[config.mk]
export PLATFORM = sky130hd
export DESIGN_NAME = rxw_receiver
export DESIGN_NICKNAME = d
export VERILOG_FILES = /design/src/rtl/rxw_pkg.sv /design/src/rtl/rxw_sync.sv /design/src/rtl/rxw_shifter.sv /design/src/rtl/rxw_holdreg.sv /design/src/rtl/rxw_receiver.sv
export SDC_FILE = /design/constraint.sdc
export NUM_CORES = 1
export LEC_CHECK = 0
export ABC_AREA = 1
export BUFFER_PORTS_ARGS = -buffer_cell sky130_fd_sc_hd__buf_2
export CAP_MARGIN = 20
export CORE_MARGIN = 2
export CORE_UTILIZATION = 60
export CTS_BUF_LIST = sky130_fd_sc_hd__clkbuf_4 sky130_fd_sc_hd__clkbuf_8 sky130_fd_sc_hd__clkbuf_16
export CTS_CLUSTER_DIAMETER = 50
export DETAILED_ROUTE_END_ITERATION = 8
export PLACE_DENSITY = 0.86
export SLEW_MARGIN = 20
export SYNTH_ARGS = -nofsm -noshare
export SYNTH_HDL_FRONTEND = slang
export SYNTH_HIERARCHICAL = 1
export SYNTH_SLANG_ARGS = --single-unit
[constraint.sdc]
create_clock -name clk -period 2.4 [get_ports clk]
set_input_delay 0.24 -clock clk [delete_from_list [all_inputs] [get_ports clk]]
set_output_delay 0.24 -clock clk [all_outputs]
set_load 0.05 [all_outputs]
[src/rtl/rxw_pkg.sv]
package rxw_pkg;

  typedef enum logic [1:0] {
    WL_8  = 2'd0,
    WL_12 = 2'd1,
    WL_16 = 2'd2,
    WL_24 = 2'd3
  } wlen_e;

  function automatic int unsigned wlen_bits(input logic [1:0] code);
    case (wlen_e'(code))
      WL_8:    return 8;
      WL_12:   return 12;
      WL_16:   return 16;
      default: return 24;
    endcase
  endfunction

endpackage

[src/rtl/rxw_sync.sv]
module rxw_sync #(
  parameter int WIDTH  = 3,
  parameter int STAGES = 2
) (
  input  logic             clk,
  input  logic             rst,
  input  logic [WIDTH-1:0] async_i,
  output logic [WIDTH-1:0] sync_o
);

  logic [WIDTH-1:0] chain [STAGES];

  generate
    for (genvar s = 0; s < STAGES; s++) begin : g_stage
      if (s == 0) begin : g_first
        always_ff @(posedge clk) begin
          if (rst) chain[s] <= '0;
          else     chain[s] <= async_i;
        end
      end else begin : g_next
        always_ff @(posedge clk) begin
          if (rst) chain[s] <= '0;
          else     chain[s] <= chain[s-1];
        end
      end
    end
  endgenerate

  assign sync_o = chain[STAGES-1];

endmodule

[src/rtl/rxw_shifter.sv]
module rxw_shifter
  import rxw_pkg::*;
#(
  parameter int DATA_W = 24,
  parameter int LEN_W  = $clog2(DATA_W + 1)
) (
  input  logic              clk,
  input  logic              rst,
  input  logic              sclk_s,
  input  logic              fs_s,
  input  logic              d_s,
  input  logic              en,
  input  logic              lsb_first,
  input  logic [1:0]        wlen_sel,
  input  logic              bit_mode,
  output logic              word_done_o,
  output logic [DATA_W-1:0] word_o
);

  logic              sclk_q;
  logic              fs_prev;
  logic              busy;
  logic              pend;
  logic              lsb_q;
  logic [LEN_W-1:0]  len_q;
  logic [LEN_W-1:0]  cnt;
  logic [DATA_W-1:0] sr;

  logic              smp;
  logic              sync_ev;
  logic              last;
  logic              early;
  logic [LEN_W-1:0]  start_len;
  logic [LEN_W-1:0]  pos_first;
  logic [LEN_W-1:0]  pos_cur;
  logic [DATA_W-1:0] sr_nx;
  logic [DATA_W-1:0] sr_first;

  // falling edge of the synchronized serial clock
  assign smp       = sclk_q & ~sclk_s;
  assign sync_ev   = bit_mode ? fs_s : (fs_s & ~fs_prev);
  assign last      = busy && (cnt == len_q - LEN_W'(1));
  assign early     = busy && sync_ev && !(bit_mode && last);
  assign start_len = LEN_W'(wlen_bits(wlen_sel));
  assign pos_first = lsb_first ? '0 : (start_len - LEN_W'(1));
  assign pos_cur   = lsb_q ? cnt : (len_q - LEN_W'(1) - cnt);

  always_comb begin
    sr_nx          = sr;
    sr_nx[pos_cur] = d_s;
    sr_first            = '0;
    sr_first[pos_first] = d_s;
  end

  always_ff @(posedge clk) begin
    if (rst) begin
      sclk_q <= 1'b0;
    end else begin
      sclk_q <= sclk_s;
    end
  end

  always_ff @(posedge clk) begin
    word_done_o <= 1'b0;
    if (rst) begin
      fs_prev <= 1'b1;
      busy    <= 1'b0;
      pend    <= 1'b0;
      lsb_q   <= 1'b0;
      len_q   <= LEN_W'(8);
      cnt     <= '0;
      sr      <= '0;
      word_o  <= '0;
    end else if (!en) begin
      fs_prev <= 1'b1;
      busy    <= 1'b0;
      pend    <= 1'b0;
    end else if (smp) begin
      fs_prev <= fs_s;
      if (early) begin
        busy <= 1'b0;
        pend <= 1'b0;
      end else if (busy) begin
        sr  <= sr_nx;
        cnt <= cnt + LEN_W'(1);
        if (last) begin
          busy        <= 1'b0;
          word_done_o <= 1'b1;
          word_o      <= sr_nx;
          pend        <= bit_mode && sync_ev;
        end
      end else if (pend || (sync_ev && !bit_mode)) begin
        pend  <= 1'b0;
        busy  <= 1'b1;
        cnt   <= LEN_W'(1);
        len_q <= start_len;
        lsb_q <= lsb_first;
        sr    <= sr_first;
      end else if (sync_ev) begin
        pend <= 1'b1;
      end
    end
  end

endmodule

[src/rtl/rxw_holdreg.sv]
module rxw_holdreg #(
  parameter int DATA_W = 24
) (
  input  logic              clk,
  input  logic              rst,
  input  logic              word_done,
  input  logic [DATA_W-1:0] word,
  input  logic              irq_en,
  input  logic              rd_data,
  input  logic              rd_stat,
  output logic [DATA_W-1:0] data_o,
  output logic              full_o,
  output logic              ovr_o,
  output logic              irq_o
);

  logic stat_seen;
  logic full_nx;
  logic lost;

  assign full_nx = word_done ? 1'b1 : (rd_data ? 1'b0 : full_o);
  assign lost    = word_done && full_o && !rd_data;

  always_ff @(posedge clk) begin
    if (rst) begin
      data_o    <= '0;
      full_o    <= 1'b0;
      ovr_o     <= 1'b0;
      irq_o     <= 1'b0;
      stat_seen <= 1'b0;
    end else begin
      full_o <= full_nx;
      irq_o  <= full_nx && irq_en;
      if (word_done) data_o <= word;
      if (lost) begin
        ovr_o     <= 1'b1;
        stat_seen <= 1'b0;
      end else if (rd_data && stat_seen) begin
        ovr_o     <= 1'b0;
        stat_seen <= 1'b0;
      end else if (rd_stat && ovr_o) begin
        stat_seen <= 1'b1;
      end
    end
  end

endmodule

[src/rtl/rxw_receiver.sv]
module rxw_receiver #(
  parameter int DATA_W      = 24,
  parameter int SYNC_STAGES = 2
) (
  input  logic              clk,
  input  logic              rst,
  input  logic              ser_clk_i,
  input  logic              ser_fs_i,
  input  logic              ser_d_i,
  input  logic              rx_en_i,
  input  logic              irq_en_i,
  input  logic              lsb_first_i,
  input  logic [1:0]        wlen_sel_i,
  input  logic              fs_bit_mode_i,
  input  logic              rd_data_i,
  input  logic              rd_stat_i,
  output logic [DATA_W-1:0] rx_data_o,
  output logic              rx_full_o,
  output logic              rx_ovr_o,
  output logic              rx_irq_o
);

  localparam int LEN_W = $clog2(DATA_W + 1);

  logic [2:0]        pins_s;
  logic              word_done;
  logic [DATA_W-1:0] word;

  rxw_sync #(.WIDTH(3), .STAGES(SYNC_STAGES)) u_sync (
    .clk     (clk),
    .rst     (rst),
    .async_i ({ser_clk_i, ser_fs_i, ser_d_i}),
    .sync_o  (pins_s)
  );

  rxw_shifter #(.DATA_W(DATA_W), .LEN_W(LEN_W)) u_shift (
    .clk         (clk),
    .rst         (rst),
    .sclk_s      (pins_s[2]),
    .fs_s        (pins_s[1]),
    .d_s         (pins_s[0]),
    .en          (rx_en_i),
    .lsb_first   (lsb_first_i),
    .wlen_sel    (wlen_sel_i),
    .bit_mode    (fs_bit_mode_i),
    .word_done_o (word_done),
    .word_o      (word)
  );

  rxw_holdreg #(.DATA_W(DATA_W)) u_hold (
    .clk       (clk),
    .rst       (rst),
    .word_done (word_done),
    .word      (word),
    .irq_en    (irq_en_i),
    .rd_data   (rd_data_i),
    .rd_stat   (rd_stat_i),
    .data_o    (rx_data_o),
    .full_o    (rx_full_o),
    .ovr_o     (rx_ovr_o),
    .irq_o     (rx_irq_o)
  );

endmodule

After elaboration in Yosys (flattened, before gate mapping)

Memories as Yosys holds them, arrays and structs flattened.
Index checks and enable logic that the tools add are counted.

Register bits: 92
Memory bits (writable): 6
Bits of input ports: 13
Output and inout bits: 27
Logic and storage cells: 99
Memories kept: 1

Memory list:

| name         | words | width | rd ports | clocked after Yosys merged registers in | write ports | line           | text |
|---|---|---|---|---|---|---|---|
| u_sync.chain | 2     | 3     | 2        | 0                                       | 2           | rxw_sync.sv:11 | `logic [WIDTH-1:0] chain [STAGES];` |

$add $sub $neg: 4
Order comparisons: 4
Equal/unequal tests: 4
Multiplexer cells: 32
Bitwise logic cells: 11
Reductions and logical operators: 28

Operators by type and width:

| kind                                                       | number |
|---|---|
| 2-to-1 mux 24 bit                                          | 2 |
| AND 24 bit                                                 | 1 |
| bitwise mux 24 bit                                         | 1 |
| 2-to-1 mux 1 bit                                           | 20 |
| 2-to-1 mux 5 bit                                           | 4 |
| case mux 5 bit (3 select lines)                            | 1 |
| logical AND 1 bit                                          | 13 |
| less-than comparator 5 x 6 -> 1 bit, second input constant | 2 |
| demux 1 bit (select 5 bit)                                 | 2 |
| >= comparator 5 x 1 -> 1 bit, second input constant        | 2 |
| AND reduction 5 bit                                        | 2 |
| subtractor 5 x 1 -> 5 bit, second input constant           | 2 |
| 2-to-1 mux 3 bit                                           | 2 |
| NOT 1 bit                                                  | 6 |
| adder 5 x 1 -> 5 bit, second input constant                | 1 |
| equality test 5 bit                                        | 1 |
| OR reduction 5 bit                                         | 1 |
| subtractor 5 bit                                           | 1 |
| AND reduction 4 bit                                        | 1 |
| nonzero test 2 bit                                         | 2 |
| nonzero test 4 bit                                         | 1 |
| zero test 1 bit                                            | 3 |
| != test 3 bit, second input constant                       | 1 |
| AND reduction 3 bit                                        | 1 |
| other kinds (8)                                            | 10 |

Logic depth before layout (Yosys ltp)

Gate-level depths: netlist of the first run.

Depth after elaboration: 11
Gate-level depth with buffers: 19
Depth with buffers taken out: 18

Modules after synthesis

Netlist of the first run, hierarchy kept.

By module, submodules not included:

| module      | instances | cells each | area each (um2) | sequential area each (um2) |
|---|---|---|---|---|
| rxw_shifter | 1         | 554        | 3641.0          | 1241.2 |
| rxw_holdreg | 1         | 123        | 1014.7          | 560.5 |
| rxw_sync    | 1         | 18         | 165.2           | 120.1 |

Worst setup path after synthesis of the first run

No wires, ideal clock.

Path kind: register to register
Start: register u_shift.len_q[2]
End: register u_shift.word_o[0]
Library setup time: 0.109 ns
Arrival time: 2.003 ns
Required time: 2.291 ns
Slack: 0.287 ns
Cell stages (with the launch flop): 18
Path buffers: 1
Clock period less this slack: 2.113 ns
Cells stage by stage: dfxtp_1 -> inv_1 -> ha_1 -> inv_1 -> ha_1 -> nand2_1 -> inv_1 -> nor2_1 -> nand3_1 -> nand3_2 -> nand2_1 -> buf_4 -> nand4_1 -> nand2_1 -> nand2_1 -> nand2_1 -> nand2_1 -> inv_1

Cells in the longest elaborated chain, start to end: 8
Elaborated cells between the ends (all ways): 16
Those cells by class: add/sub: 2; order compare: 2; eq/ne: 1; mux: 4; bitwise: 1; reduce/logical: 6

Ends and longest elaborated chain:

| item                                                                               | line                                 | text |
|---|---|---|
| from (decl)                                                                        | rxw_shifter.sv:25                    | `logic [LEN_W-1:0] len_q;` |
| from (signal assigned)                                                             | rxw_shifter.sv:96                    | `len_q <= start_len;` |
| subtractor 5 x 1 -> 5 bit *                                                        | rxw_shifter.sv:42, rxw_shifter.sv:46 |  |
| subtractor 5 bit / equality test 5 bit (equally long branches)                     | rxw_shifter.sv:46, rxw_shifter.sv:42 |  |
| 2-to-1 mux 5 bit / logical AND 1 bit (equally long branches)                       | rxw_shifter.sv:46, rxw_shifter.sv:42 |  |
| less-than comparator 5 x 6 -> 1 bit (implied by the code) (tied with other cells)  | rxw_shifter.sv:50                    | `sr_nx[pos_cur] = d_s;` |
| logical AND 1 bit (implied by the code) / zero test 1 bit (equally long branches)  | rxw_shifter.sv:50, rxw_shifter.sv:43 |  |
| 2-to-1 mux 1 bit (implied by the code) / logical AND 1 bit (equally long branches) | rxw_shifter.sv:50, rxw_shifter.sv:43 |  |
| demux 1 bit (select 5 bit) / NOT 1 bit (equally long branches)                     | --                                   |  |
| bitwise mux 24 bit / AND reduction 5 bit (equally long branches)                   | --                                   |  |
| to (signal assigned)                                                               | rxw_shifter.sv:89                    | `word_o <= sr_nx;` |
| to (decl)                                                                          | rxw_shifter.sv:17                    | `output logic [DATA_W-1:0] word_o` |

Every way passes the cells marked *; elsewhere a longest branch is shown, timed or not.
A chain may end at the register's enable or synchronous reset.

Worst setup path in the final report of the first run

Start: register u_shift.len_q[3]
End: register u_shift.sr[23]

Cells in the longest elaborated chain, start to end: 9
Elaborated cells between the ends (all ways): 17
Those cells by class: add/sub: 2; order compare: 2; eq/ne: 1; mux: 5; bitwise: 1; reduce/logical: 6

Ends and longest elaborated chain:

| item                                                                                                             | line                                 | text |
|---|---|---|
| subtractor 5 x 1 -> 5 bit *                                                                                      | rxw_shifter.sv:42, rxw_shifter.sv:46 |  |
| subtractor 5 bit                                                                                                 | rxw_shifter.sv:46                    | `assign pos_cur = lsb_q ? cnt : (len_q - LEN_W'(1) - cnt);` |
| 2-to-1 mux 5 bit                                                                                                 | rxw_shifter.sv:46                    |  |
| less-than comparator 5 x 6 -> 1 bit (implied by the code) / >= comparator 5 x 1 -> 1 bit (equally long branches) | rxw_shifter.sv:50                    |  |
| logical AND 1 bit (implied by the code)                                                                          | rxw_shifter.sv:50                    |  |
| 2-to-1 mux 1 bit (implied by the code)                                                                           | rxw_shifter.sv:50                    |  |
| demux 1 bit (select 5 bit)                                                                                       | --                                   |  |
| bitwise mux 24 bit                                                                                               | rxw_shifter.sv:50                    |  |
| 2-to-1 mux 24 bit                                                                                                | rxw_shifter.sv:83                    | `end else if (busy) begin` |
| to (signal assigned)                                                                                             | rxw_shifter.sv:84                    | `sr <= sr_nx;` |
| to (signal assigned)                                                                                             | rxw_shifter.sv:98                    | `sr <= sr_first;` |
| to (decl)                                                                                                        | rxw_shifter.sv:27                    | `logic [DATA_W-1:0] sr;` |

Marked as above.

==> flow_summary.json, run 1 <==
{
  "cpMostUsedCell": "inv_1",
  "grt_max_degree": 27,
  "cts_buffer_depth": 2,
  "wl_per_cell_um": 14.0,
  "drv_cap": 0,
  "hold_violations": 0,
  "dpl-instance-area_sq_um": 5090,
  "startpoint_type": "flop",
  "synth_nets": 717,
  "die_x_um": 93.6,
  "grt-ovfl-total": 0,
  "async_flop_share_pct": 0,
  "place.gp.congestion": 0.942,
  "dp_hpwl_um": 7680,
  "port_buffers": 39,
  "ios": 40,
  "synth_top_family_by_area": "simple AND/OR/NAND/NOR gates",
  "ys_seq_area_share_pct": 39.9,
  "crit_path_cell_trace": "inv_1 > ha_1 > inv_1 > ha_4 > inv_1 > o21ai_0 > nand3_1 > o21ai_2 > nand4_1 > o21bai_1 > nand3_1 > a21oi_1",
  "wl_um": 11700,
  "fin_crit_ns": 2.31,
  "cts-hold-fix-buffers": 0,
  "cts.sink_count": 96,
  "crit_arrival_ns": 2.61,
  "critical_path_buf_inv_count": 3,
  "nets": 754,
  "routed.top_layer": "met4",
  "dr.pass1.iters": 7,
  "ant_nets": 0,
  "yosysTopAreaCell": "dfxtp_1",
  "die_height_um": 93.6,
  "worst_slack_ns": 0.0915,
  "start_util_pct": 62.1,
  "fin_util_pct": 70.3,
  "first_global_vias": 4421,
  "dr.first_iter.drc_count": 497,
  "drc_errors": 0,
  "clock_latency_ns": 0.37,
  "finClkSkew_ns": 0.00774,
  "grt_first_pass_wirelength_um": 19300,
  "path_max_fanout": 6,
  "wl_met1_um": 4790,
  "slew_headroom_pct": 44.0,
  "grtUsageTotal_pct": 27.5,
  "synth_commonest_cells": "nand2_1 (144), inv_1 (101), dfxtp_1 (96)",
  "worstPathRequired_ns": 2.70,
  "syn_area_per_cell_sq_um": 6.94,
  "synth_edf_count": 0,
  "status": "completed",
  "critPathCaptureType": "flop",
  "hold_path.class": "in2reg",
  "p_leak_nw": 2.52,
  "ys_ff_latch": 96,
  "max-vdd-ir-drop_uv": 343,
  "crit_family": "compound AO/OA/AOI/OAI gates",
  "vias": 4673,
  "synth_area_leaders": "dfxtp_1 (40%), nand2_1 (11%), inv_1 (7.9%), nor2_1 (6.7%), nand3_1 (4.7%)",
  "wl_met2_um": 5890,
  "critical_path.max_stage_delay_ns": 0.34,
  "synthSimpleGateAreaFrac_pct": 28.8,
  "ys_types": 33,
  "design_area_sq_um": 5460,
  "max_freq_mhz": 433,
  "holdWs_ns": 0.0730,
  "critPathKind": "reg2reg",
  "numCtsBuffers": 9,
  "synthXorXnorAreaFrac_pct": 0.545,
  "crit_slowest_cell": "dfxtp_1",
  "cts-root-buf": "clkbuf_8",
  "setup_viol": 0,
  "synth_top_area_share_pct": 39.9,
  "cts_tree": "built",
  "slew_viol_final": 0,
  "met3RoutedLength_um": 721,
  "rows": 32,
  "area_growth_pct": 13.2,
  "drive_above_1_share_pct": 17.3,
  "fin_crit_sh_pct": 96.2,
  "ys.flop_type": "dfxtp_1",
  "cts-htree-levels": 3,
  "clk_pin_slew_ns": 0.09,
  "vias_per_cell": 5.58,
  "coreArea_sq_um": 7770,
  "synthMuxAreaShare_pct": 0,
  "yosysMostFrequentCell": "nand2_1",
  "syn_area_sq_um": 4820,
  "synth_fa_ha_area_share_pct": 2.34,
  "num_antenna_cells": 0,
  "fillers": 607,
  "synth_compound_area_share_pct": 15.0,
  "dp_slack_ns": -0.00872,
  "yosys_warnings": 6,
  "syn_inst": 695,
  "powerDensity_nw_per_um2": 565,
  "antenna_found_initial": 0,
  "die_area_sq_um": 8770,
  "worst_slew_pin_slew_ns": 0.838
}
## sequential cells by signal (all words and copies together), names as in the netlist
register,flops
u_hold/data_o,24
u_shift/sr,24
u_shift/word_o,24
u_sync/chain,6
u_shift/cnt,5
u_shift/len_q,3
u_hold/full_o,1
u_hold/irq_o,1
u_hold/ovr_o,1
u_hold/stat_seen,1
u_shift/busy,1
u_shift/fs_prev,1
u_shift/lsb_q,1
u_shift/pend,1
u_shift/sclk_q,1
u_shift/word_done_o,1
## where the power goes
group	switching, mW	internal, mW	total [mW]
clock	0.586	0.803	1.39
sequential	0.00263	1.60	1.60
combinational	0.0674	0.0258	0.0933
## cells in the final DEF (no fill, tap or decap), types with 4 or more instances in the layout
master,count
a21oi_1,43
bufinv_16,4
nand3_2,4
nand4_1,35
nand2_1,141
nor2_1,82
o21ai_1,12
buf_4,16
o21ai_0,30
inv_2,7
ha_1,8
o21bai_1,8
a21oi_2,23
nand3_1,42
inv_1,100
buf_2,39
nand2_2,6
clkbuf_8,9
dfxtp_1,96
## final timing paths
kind / startpoint / endpoint / slack (ns) / depth (start not counted)
setup / recovery: u_shift/len_q[3] / u_shift/sr[23] / 0.09 / 12
hold / removal: ser_clk_i / u_sync/chain[0][2] / 0.07 / 3
setup reg to reg: u_shift/len_q[3] / u_shift/sr[23] / 0.09 / 12
hold reg to reg: u_sync/chain[0][1] / u_sync/chain[1][1] / 0.41 / 2
## kinds of logic after synthesis
| logic type | count (synthesis) |
|---|---|
| adder cells (fa/ha/maj) | 9 |
| AO/OA/AOI/OAI | 121 |
| flip-flops | 96 |
| AND/OR/NAND/NOR | 321 |
| buffers and inverters | 145 |
| XOR/XNOR | 3 |
## area by class of cell
class | count | area (sq um) | share of cell area (%)
Clock buffer | 9 | 124 | 2.27
Clock inverter | 6 | 140 | 2.57
Inverter | 111 | 429 | 7.86
Multi-Input combinational cell | 454 | 2320 | 42.5
Sequential cell | 96 | 1920 | 35.2
Tap cell | 102 | 128 | 2.34
Timing Repair Buffer | 60 | 398 | 7.29
## metrics by stage
step	std cells	power, mW	TNS (ns)
6_report	838	3.08	0
5_1_grt	838	3.17	-0.215
4_1_cts	837	3.09	-0.0279
3_5_place_dp	822	1.73	-0.00955
3_3_place_gp	822	1.72	0
2_1_floorplan	695	1.69	0
## timing repair
action                                  4_1_cts  5_1_grt
setup buffers                                 0        1
resized for setup                             3       20
endpoints found under the setup margin        8       51
gates cloned                                  0        0
pin swaps                                     0        2
## routing by layer
layer | up-vias | global-route usage (%)
met5 | - | 0
met2 | 200 | 48.7
met3 | 36 | 4.19
met4 | 0 | 12.7
met1 | 2149 | 32.7
li1 | 2288 | -
## worst register-to-register path: stages, from the launching register on
cell	delay, ns
dfxtp_1	0.34
inv_1	0.05
ha_1	0.26
inv_1	0.06
ha_4	0.29
inv_1	0.04
o21ai_0	0.06
nand3_1	0.11
o21ai_2	0.18
nand4_1	0.29
o21bai_1	0.29
nand3_1	0.14
a21oi_1	0.15
No activity file was read; power rests on OpenSTA's default activity.
==> run 2, diff against run 1 <==
--- a/config.mk
+++ b/config.mk
@@ -8,12 +8,14 @@
 export ABC_AREA = 1
 export BUFFER_PORTS_ARGS = -buffer_cell sky130_fd_sc_hd__buf_2
 export CAP_MARGIN = 20
+export CELL_PAD_IN_SITES_DETAIL_PLACEMENT = 1
+export CELL_PAD_IN_SITES_GLOBAL_PLACEMENT = 1
 export CORE_MARGIN = 2
-export CORE_UTILIZATION = 60
+export CORE_UTILIZATION = 43
 export CTS_BUF_LIST = sky130_fd_sc_hd__clkbuf_4 sky130_fd_sc_hd__clkbuf_8 sky130_fd_sc_hd__clkbuf_16
 export CTS_CLUSTER_DIAMETER = 50
 export DETAILED_ROUTE_END_ITERATION = 8
-export PLACE_DENSITY = 0.86
+export PLACE_DENSITY = 0.85
 export SLEW_MARGIN = 20
 export SYNTH_ARGS = -nofsm -noshare
 export SYNTH_HDL_FRONTEND = slang
==> run 2 against run 1 <==
- final cell count rose by 5.5%
- die area grew 38%
- worst setup slack better by 0.0052 ns
- register-to-register slack hardly changed
- combinational power rose by 6.3%
- sequential cell count is the same
- non-clock buffer count up 8
- critical endpoint is now u_shift/word_o[6]
- critical path type unchanged
==> flow_summary.json, run 2 (synthesis gave the netlist of run 1 again) <==
{
  "status": "completed",
  "worstHoldStart": "ser_clk_i",
  "grt-ovfl-total": 0,
  "slew_viol_final": 0,
  "dp_hpwl_um": 9570,
  "path_max_fanout": 10,
  "powerDensity_nw_per_um2": 488,
  "cts_tree": "built",
  "wl_um": 13700,
  "die_area_sq_um": 12100,
  "fin_crit_sh_pct": 96.0,
  "setup_tns_ns": 0,
  "cts-hold-fix-buffers": 0,
  "ios": 40,
  "dp.cells": 866,
  "hold_path.class": "in2reg",
  "rows": 38,
  "worst_slew_pin_slew_ns": 0.650,
  "die_height_um": 110,
  "antenna_found_initial": 0,
  "wl_per_cell_um": 15.5,
  "p_leak_nw": 2.49,
  "final_cell_mix": "nand2_1 (141), inv_1 (97), dfxtp_1 (95)",
  "layout_commonest_cell": "nand2_1",
  "critPathCaptureType": "flop",
  "vias_per_cell": 5.24,
  "clk_pin_slew_ns": 0.09,
  "cts-htree-levels": 3,
  "nets": 762,
  "vias": 4632,
  "r2r-start": "u_shift/len_q[2]",
  "worstPathRequired_ns": 2.73,
  "ant_nets": 0,
  "grt_max_degree": 27,
  "grtUsageTotal_pct": 23.9,
  "finClkSkew_ns": 0.00718,
  "cts.sink_count": 96,
  "r2r_end": "u_shift/word_o[6]",
  "critPathKind": "reg2reg",
  "dr.first_iter.drc_count": 267,
  "largestRegisters": "u_hold/data_o x24, u_shift/sr x24, u_shift/word_o x24",
  "grt_first_pass_wirelength_um": 22600,
  "dp_slack_ns": -0.0485,
  "die_x_um": 110,
  "setup_viol": 0,
  "max-vdd-ir-drop_uv": 394,
  "slew_headroom_pct": 56.7,
  "area_growth_pct": 14.1,
  "coreArea_sq_um": 10900,
  "place.gp.congestion": 0.803,
  "first_global_vias": 4814,
  "port_buffers": 39,
  "drive_above_1_share_pct": 19.2,
  "numCtsBuffers": 9,
  "fin_crit_ns": 2.30,
  "crit_arrival_ns": 2.63,
  "startpoint_type": "flop",
  "clock_latency_ns": 0.38,
  "hold_violations": 0,
  "num_antenna_cells": 0,
  "cts-root-buf": "clkbuf_8",
  "hold_end": "u_sync/chain[0][2]",
  "dr.pass1.iters": 4,
  "cts_buffer_depth": 2,
  "max_freq_mhz": 434,
  "r2r_cells": 17,
  "drc_errors": 0,
  "drv_cap": 0,
  "finalNonFillerCells": 884,
  "r2r_slack_ns": 0.1,
  "fin_util_pct": 50.5,
  "worst_slack_ns": 0.0967,
  "start_util_pct": 44.3,
  "min_path_cells": 3
}
-- run 2: changes by cell type in the layout (fill, tap and decap cells not counted), sizes merged --
cell / change
bufinv: -4
clkinv: +1
clkbuf: +2
inv: -2
clkinvlp: +3
buf: +8
-- run 2: worst max path at each step --
stage                          start            endpoint  slack [ns]  cells past startpoint
floorplan           u_shift/len_q[2]   u_shift/word_o[0]        0.29                     17
global placement    u_shift/len_q[3]  u_shift/word_o[19]        0.07                     16
finish              u_shift/len_q[2]   u_shift/word_o[6]         0.1                     17
CTS                 u_shift/len_q[2]      u_shift/sr[19]        0.04                     14
global route        u_shift/len_q[2]  u_shift/word_o[23]       -0.04                     15
detailed placement  u_shift/len_q[3]      u_shift/sr[19]       -0.05                     14
-- run 2: where the power goes --
group	internal [mW]	switching, mW	leakage [nW]	total (mW)
combinational	0.0277	0.0715	1.64	0.0992
sequential	1.60	0.00237	0.774	1.60
clock	0.413	0.574	0.0811	0.987
-- run 2: cell type report --
class                   count  area, sq um
fillers                  1412         5390
multi-input cells         454         2340
flip-flops and latches     96         1920
repair buffers             68          458
inverters                 111          429
well taps                 140          175
clock buffers              11          145
clock inverters             4         31.3
-- run 2: metrics by stage --
step / total power, mW / hold slack (ns) / instance area [sq um]
after floorplan: 1.69 / 0.302 / 4820
after global placement: 1.73 / 0.390 / 5200
after detailed placement: 1.73 / 0.400 / 5200
after CTS: 2.71 / 0.0554 / 5400
after global routing: 2.79 / 0.0697 / 5500
final: 2.69 / 0.0662 / 5500
-- run 2: routing by layer --
metal	vias up	GRT usage, %	part of all wire (%)	wire (um)
li1	2299	-	-	-
met1	2214	28.5	43	5860
met2	97	43.4	52	7080
met3	22	3.97	3.8	521
met4	0	7.50	2.0	271
met5	-	0	0	0
-- run 2: worst max-delay path, cell delays in order, from the launching register on --
cell,delay (ns)
dfxtp_1,0.32
inv_1,0.07
ha_4,0.27
inv_2,0.04
ha_4,0.30
nand2_4,0.07
nor2_2,0.09
nand3_2,0.11
inv_2,0.07
nand2_1,0.05
nand2_2,0.11
nand2_2,0.09
inv_2,0.09
nand2_4,0.07
buf_4,0.20
a21oi_2,0.14
nand2_1,0.10
inv_1,0.07
-- run 2: timing repair --
item / in CTS / in global routing
gates cloned: 0 / 0
gates resized for setup: 3 / 24
setup buffers: 0 / 3
pin swaps: 1 / 13
setup endpoints to repair: 12 / 41
